==> src/rtl/ifb_pkg.sv <==
package ifb_pkg;
    localparam int HALF_W = 16;
    localparam logic [3:0] WIDE_MARK = 4'hF;

    typedef logic [HALF_W-1:0] half_t;

    function automatic logic is_wide(input half_t h);
        return h[15:12] == WIDE_MARK;
    endfunction
endpackage

==> src/rtl/ifb_hw_queue.sv <==
module ifb_hw_queue #(
    parameter int DEPTH = 6,
    parameter int CW    = $clog2(DEPTH + 1)
) (
    input  logic                 clk,
    input  logic                 rst_n,
    input  logic                 flush,
    input  logic [1:0]           pop_n,
    input  logic [1:0]           wr_n,
    input  ifb_pkg::half_t       wr_h0,
    input  ifb_pkg::half_t       wr_h1,
    output ifb_pkg::half_t       head0,
    output ifb_pkg::half_t       head1,
    output logic [CW-1:0]        count
);
    typedef struct packed {
        logic [DEPTH-1:0][15:0] slot;
        logic [CW-1:0]          cnt;
    } q_state_t;

    q_state_t s_d, s_q;

    always_comb begin
        int pop;
        int base;
        s_d  = s_q;
        pop  = int'(pop_n);
        base = int'(s_q.cnt) - pop;
        if (flush) begin
            s_d.cnt = '0;
        end else begin
            for (int i = 0; i < DEPTH; i++) begin
                s_d.slot[i] = (i + pop < DEPTH) ? s_q.slot[i + pop] : '0;
            end
            if (wr_n != 2'd0 && base < DEPTH) s_d.slot[base] = wr_h0;
            if (wr_n == 2'd2 && base + 1 < DEPTH) s_d.slot[base + 1] = wr_h1;
            s_d.cnt = CW'(base + int'(wr_n));
        end
    end

    always_ff @(posedge clk or negedge rst_n) begin
        if (!rst_n) s_q <= '0;
        else        s_q <= s_d;
    end

    assign head0 = s_q.slot[0];
    assign head1 = s_q.slot[1];
    assign count = s_q.cnt;
endmodule

==> src/rtl/ifb_fetch_ctl.sv <==
module ifb_fetch_ctl #(
    parameter int             AW       = 16,
    parameter int             DEPTH    = 6,
    parameter int             CW       = $clog2(DEPTH + 1),
    parameter logic [AW-1:0]  RESET_PC = '0
) (
    input  logic            clk,
    input  logic            rst_n,
    input  logic            redirect,
    input  logic [AW-1:1]   redir_hw,
    input  logic            mem_busy,
    input  logic            dec_valid,
    input  logic [CW-1:0]   count,
    input  logic [31:0]     mem_rdata,
    output logic            mem_req,
    output logic [AW-1:0]   mem_addr,
    output logic [1:0]      wr_n,
    output ifb_pkg::half_t  wr_h0,
    output ifb_pkg::half_t  wr_h1,
    output logic            inflight
);
    typedef struct packed {
        logic [AW-1:0] fa;
        logic          inflight;
        logic          skip;
    } f_state_t;

    f_state_t s_d, s_q;
    logic room, starve;

    always_comb begin
        room    = (int'(count) + (s_q.inflight ? 2 : 0) + 2) <= DEPTH;
        starve  = !dec_valid && !s_q.inflight;
        mem_req = !redirect && room && (!mem_busy || starve);

        wr_n  = 2'd0;
        wr_h0 = mem_rdata[15:0];
        wr_h1 = mem_rdata[31:16];
        if (s_q.inflight && !redirect) begin
            if (s_q.skip) begin
                wr_n  = 2'd1;
                wr_h0 = mem_rdata[31:16];
            end else begin
                wr_n  = 2'd2;
            end
        end

        s_d = s_q;
        if (redirect) begin
            s_d.fa       = {redir_hw[AW-1:2], 2'b00};
            s_d.skip     = redir_hw[1];
            s_d.inflight = 1'b0;
        end else begin
            s_d.inflight = mem_req;
            if (mem_req)     s_d.fa   = s_q.fa + AW'(4);
            if (s_q.inflight) s_d.skip = 1'b0;
        end
    end

    always_ff @(posedge clk or negedge rst_n) begin
        if (!rst_n) s_q <= '{fa: {RESET_PC[AW-1:2], 2'b00}, inflight: 1'b0, skip: RESET_PC[1]};
        else        s_q <= s_d;
    end

    assign mem_addr = s_q.fa;
    assign inflight = s_q.inflight;
endmodule

==> src/rtl/ifb_issue.sv <==
module ifb_issue #(
    parameter int             AW       = 16,
    parameter int             CW       = 3,
    parameter logic [AW-1:0]  RESET_PC = '0
) (
    input  logic            clk,
    input  logic            rst_n,
    input  logic            redirect,
    input  logic [AW-1:0]   redir_addr,
    input  logic            dec_ready,
    input  logic [CW-1:0]   count,
    input  ifb_pkg::half_t  head0,
    input  ifb_pkg::half_t  head1,
    output logic            dec_valid,
    output logic [31:0]     dec_instr,
    output logic            dec_wide,
    output logic [AW-1:0]   dec_pc,
    output logic [1:0]      pop_n
);
    typedef struct packed {
        logic [AW-1:0] pc;
    } i_state_t;

    i_state_t s_d, s_q;
    logic fire;

    always_comb begin
        dec_wide  = ifb_pkg::is_wide(head0);
        dec_valid = (count != '0) && (!dec_wide || count > CW'(1));
        dec_instr = dec_wide ? {head0, head1} : {16'h0000, head0};
        fire      = dec_valid && dec_ready && !redirect;
        pop_n     = fire ? (dec_wide ? 2'd2 : 2'd1) : 2'd0;

        s_d = s_q;
        if (redirect)  s_d.pc = redir_addr;
        else if (fire) s_d.pc = s_q.pc + (dec_wide ? AW'(4) : AW'(2));
    end

    always_ff @(posedge clk or negedge rst_n) begin
        if (!rst_n) s_q <= '{pc: RESET_PC};
        else        s_q <= s_d;
    end

    assign dec_pc = s_q.pc;
endmodule

==> src/rtl/ifb_prefetch.sv <==
module ifb_prefetch #(
    parameter int             AW       = 16,
    parameter int             WORDS    = 3,
    parameter logic [AW-1:0]  RESET_PC = '0
) (
    input  logic           clk,
    input  logic           rst_n,
    input  logic           redir_valid,
    input  logic [AW-1:0]  redir_addr,
    input  logic           mem_busy,
    output logic           mem_req,
    output logic [AW-1:0]  mem_addr,
    input  logic [31:0]    mem_rdata,
    output logic           dec_valid,
    input  logic           dec_ready,
    output logic [31:0]    dec_instr,
    output logic           dec_wide,
    output logic [AW-1:0]  dec_pc
);
    localparam int DEPTH = 2 * WORDS;
    localparam int CW    = $clog2(DEPTH + 1);

    logic [CW-1:0]  count_w;
    logic [1:0]     pop_w, wr_w;
    ifb_pkg::half_t h0_w, h1_w, wh0_w, wh1_w;
    logic           inflight_w;

    ifb_hw_queue #(.DEPTH(DEPTH), .CW(CW)) u_queue (
        .clk(clk), .rst_n(rst_n), .flush(redir_valid),
        .pop_n(pop_w), .wr_n(wr_w), .wr_h0(wh0_w), .wr_h1(wh1_w),
        .head0(h0_w), .head1(h1_w), .count(count_w)
    );

    ifb_fetch_ctl #(.AW(AW), .DEPTH(DEPTH), .CW(CW), .RESET_PC(RESET_PC)) u_fetch (
        .clk(clk), .rst_n(rst_n), .redirect(redir_valid),
        .redir_hw(redir_addr[AW-1:1]), .mem_busy(mem_busy),
        .dec_valid(dec_valid), .count(count_w), .mem_rdata(mem_rdata),
        .mem_req(mem_req), .mem_addr(mem_addr),
        .wr_n(wr_w), .wr_h0(wh0_w), .wr_h1(wh1_w), .inflight(inflight_w)
    );

    ifb_issue #(.AW(AW), .CW(CW), .RESET_PC(RESET_PC)) u_issue (
        .clk(clk), .rst_n(rst_n), .redirect(redir_valid),
        .redir_addr(redir_addr), .dec_ready(dec_ready),
        .count(count_w), .head0(h0_w), .head1(h1_w),
        .dec_valid(dec_valid), .dec_instr(dec_instr),
        .dec_wide(dec_wide), .dec_pc(dec_pc), .pop_n(pop_w)
    );
endmodule

==> config.mk <==
export PLATFORM = sky130hd
export DESIGN_NAME = ifb_prefetch
export DESIGN_NICKNAME = d
export VERILOG_FILES = /design/src/rtl/ifb_pkg.sv /design/src/rtl/ifb_hw_queue.sv /design/src/rtl/ifb_fetch_ctl.sv /design/src/rtl/ifb_issue.sv /design/src/rtl/ifb_prefetch.sv
export SDC_FILE = /design/constraint.sdc
export NUM_CORES = 1
export LEC_CHECK = 0
export BUFFER_PORTS_ARGS = -buffer_cell sky130_fd_sc_hd__buf_2
export CELL_PAD_IN_SITES_DETAIL_PLACEMENT = 2
export CELL_PAD_IN_SITES_GLOBAL_PLACEMENT = 2
export CORE_MARGIN = 2
export CORE_UTILIZATION = 39
export CTS_BUF_LIST = sky130_fd_sc_hd__clkbuf_2 sky130_fd_sc_hd__clkbuf_4 sky130_fd_sc_hd__clkbuf_8
export CTS_CLUSTER_DIAMETER = 200
export DETAILED_ROUTE_END_ITERATION = 16
export GPL_ROUTABILITY_DRIVEN = 0
export GPL_TIMING_DRIVEN = 0
export PLACE_DENSITY = 0.88
export SETUP_SLACK_MARGIN = 0.1
export SYNTH_ARGS = -nofsm -noshare
export SYNTH_HDL_FRONTEND = slang
export SYNTH_SLANG_ARGS = --single-unit
==> constraint.sdc <==
create_clock -name clk -period 8 [get_ports clk]
set_input_delay 1.2 -clock clk [delete_from_list [all_inputs] [get_ports clk]]
set_output_delay 1.2 -clock clk [all_outputs]
set_load 0.005 [all_outputs]
==> reports/results.ini <==
[run_status]
outcome = complete, no violations

[global_route]
grt_first_pass_wirelength_mm = 76.0
grtUsageMet2_pct = 63.0
grt-ovfl-total = 0
gr-max-usage-layer = met2
grt_pass1_vias = 12090
use_met1_pct = 48.0
met3_usage_pct = 7.16
grt_use_total_pct = 39.0
grt_max_degree = 82
antenna_found_initial = 0

[timing]
setup_slack_ns = 1.26
slew_headroom_pct = 2.79
fin_tns_setup_ns = 0
min_period_ns = 6.74
finalHoldViolCount = 0
slew_viol_final = 0
rsz0062_at_grt = no
setup_violations = 0
fmax_mhz = 148
min_period_over_period_pct = 84.3
clock_skew_ns = 0.0151
worst-slew-pin-transition_ns = 1.45

[floorplanning]
rows = 57
initial_core_util_pct = 39.7
fp.dieH_um = 161
io_pins = 120
coreArea_um2 = 24300
dieArea_um2 = 26000
chipWidth_um = 161

[yosys]
netlist_area_um2 = 9650
synth-seq-cells = 131
async_flop_share_pct = 100
synth_edf_count = 0
yosys.cell_types.count = 65
ys.warnings.count = 0
synthFlopType = dfrtp_1
avgSynthCellArea_um2 = 8.19
syn_inst = 1179
yosysSeqAreaShare_pct = 34.0

[placement]
dp_hpwl_mm = 35.9
io_buffer_count = 115
dp_slack_ns = 0.989

[critical_path]
end_kind = flip-flop
rr_worst_depth = 14
r2r_setup_slack_ns = 1.36
crit_path_start_kind = input pin
path_max_fanout = 12
r2r_start = u_queue.head0[12]
cp_data_arrival_time_ns = 7.04
rr_endpoint = u_queue.head0[4]
worstPathRequired_ns = 8.29
critical_path_class = input pin to flip-flop

[hold_path]
holdPathStages = 1
hp-start = u_issue.dec_pc[0]
min_to = u_issue.dec_pc[0]
hold_path.class = flip-flop to flip-flop

[drt]
drcViolationCount = 0
first_pass_iters = 6
drt_iter0_markers = 1213
vias_per_cell = 6.86
avgRoutedWirePerCell_um = 30.5
routed_wl_mm = 50.4
ant_nets = 0
num_vias = 11327

[power_and_ir_drop]
ir_drop_v = 0.000116
p_leak_uw = 0.00488
p_clk_share_pct = 16.0
power.share.switching_pct = 50.0
p_int_uw = 1980
powerDensity_nw_per_um2 = 358
p_comb_share_pct = 52.6
p_sw_uw = 1990
sequentialPowerShare_pct = 31.3

[clock_network]
cts_setup_buffers = 0
tritoncts = built
cts.sinks = 131
cts.htree.levels = 4
cts_buffers = 17
worstSkewPairLatency_ns = 0.51
cts_resized = 0
cts_buffer_depth = 2
root_buffer = clkbuf_8
hold_buffers = 0
path_clk_slew_ns = 0.10

[cells_and_area]
area_growth_syn_to_layout_pct = 14.8
fin_nets = 1384
drive_above_1_share_pct = 16.8
antenna_cells = 0

[run]
cap_violations = 0

## logic make-up after synthesis
logic type,after synthesis,synth area share (%)
other,1,0.0388
AND/OR/NAND/NOR,417,19.9
AO/OA/AOI/OAI,372,26.6
XOR/XNOR,18,1.83
buffers and inverters,143,6.74
multiplexers,81,8.67
flip-flops,131,34.0
adder cells (fa/ha/maj),16,2.31
## per-stage QoR
| stage | power [uW] | std cells | utilization, % | hold slack [ns] | cell area (um2) |
|---|---|---|---|---|---|
| after floorplan | 2440 | 1180 | - | 0.468 | 9660 |
| after global placement | 3070 | 1619 | 43.7 | 0.488 | 10600 |
| after detailed placement | 3200 | 1620 | 43.9 | 0.496 | 10700 |
| after CTS | 3890 | 1652 | 45.6 | 0.517 | 11100 |
| after global routing | 4160 | 1652 | 45.6 | 0.537 | 11100 |
| final | 3970 | 1652 | 45.6 | 0.520 | 11100 |
## cells in the mapped netlist, drive strengths merged, types with 31 or more instances
| library cell | count | area share [%] |
|---|---|---|
| a21oi | 45 | 2.3 |
| a22oi | 31 | 2.4 |
| a31oi | 35 | 2.3 |
| buf | 45 | 2.9 |
| clkbuf | 63 | 2.5 |
| dfrtp | 131 | 34 |
| inv | 34 | 1.3 |
| mux2i | 60 | 6.2 |
| nand2 | 238 | 9.3 |
| nand3 | 34 | 1.8 |
| nor2 | 42 | 1.8 |
| o211ai | 37 | 2.9 |
| o21ai | 84 | 4.4 |
| o22ai | 47 | 3.0 |
## worst max-delay path by stage
stage,from,end,slack (ns)
floorplan,dec_ready,u_queue.s_q[61],3.09
global placement,redir_valid,u_queue.s_q[79],1.16
detailed placement,redir_valid,u_queue.s_q[78],0.99
CTS,redir_valid,u_queue.s_q[78],1.54
global route,redir_valid,u_queue.head0[4],1.19
finish,redir_valid,u_queue.head0[4],1.26
## placed cells by master (no fill, tap or decap), types with 17 or more instances in the layout
master / synthesis / layout
o211ai_1: 37 / 37
nand2_1: 238 / 238
clkbuf_1: 62 / 62
o21ai_0: 76 / 76
and2_1: 20 / 20
a22oi_1: 31 / 31
buf_2: 18 / 132
mux2i_1: 60 / 60
a31oi_1: 35 / 35
buf_4: 18 / 18
nor3_1: 17 / 17
inv_1: 33 / 33
a21oi_1: 45 / 45
nor2_1: 39 / 39
nand3_1: 34 / 34
dfrtp_1: 131 / 131
clkbuf_8: 0 / 17
a221o_1: 17 / 17
mux2_2: 21 / 21
o22ai_1: 47 / 47
## power groups by stage
stage          clock network [uW]  registers, uW  logic (uW)
6_report                      637           1240        2090
2_1_floorplan                   0           1110        1320
3_5_place_dp                    0           1230        1980
4_1_cts                       630           1230        2040
5_1_grt                       655           1270        2240
3_3_place_gp                    0           1210        1860
## area by class of cell
cell class	count	area (um2)
Buffer	108	519
Clock buffer	17	234
Clock inverter	15	173
Fill cell	2780	13200
Inverter	35	131
Multi-Input combinational cell	906	5730
Sequential cell	131	3280
Tap cell	324	405
Timing Repair Buffer	116	609
## routing by layer
metal	routed length, um	part of all wire (%)
met5	0	0
met4	3670	7.3
met3	4370	8.7
met2	23100	46
met1	19300	38
## registers in the layout (all words and copies together), names as in the netlist
signal	count
u_fetch.inflight	1
u_fetch.mem_addr	14
u_fetch.s_q	1
u_issue.dec_pc	16
u_queue.count	3
u_queue.head0	16
u_queue.head1	16
u_queue.s_q	64
## critical path: stages
cell and delay [ns]:
buf_2 0.14, nor2b_1 0.27, o311a_1 0.22, buf_2 0.36, buf_1 0.59, clkbuf_1 0.78
ha_1 0.32, inv_1 0.07, fa_1 0.52, ha_1 0.44, nor3_1 0.29, inv_1 0.14
o211ai_1 0.74, clkbuf_1 0.54, o21ai_0 0.39
Power figures use the tool's default switching activity.
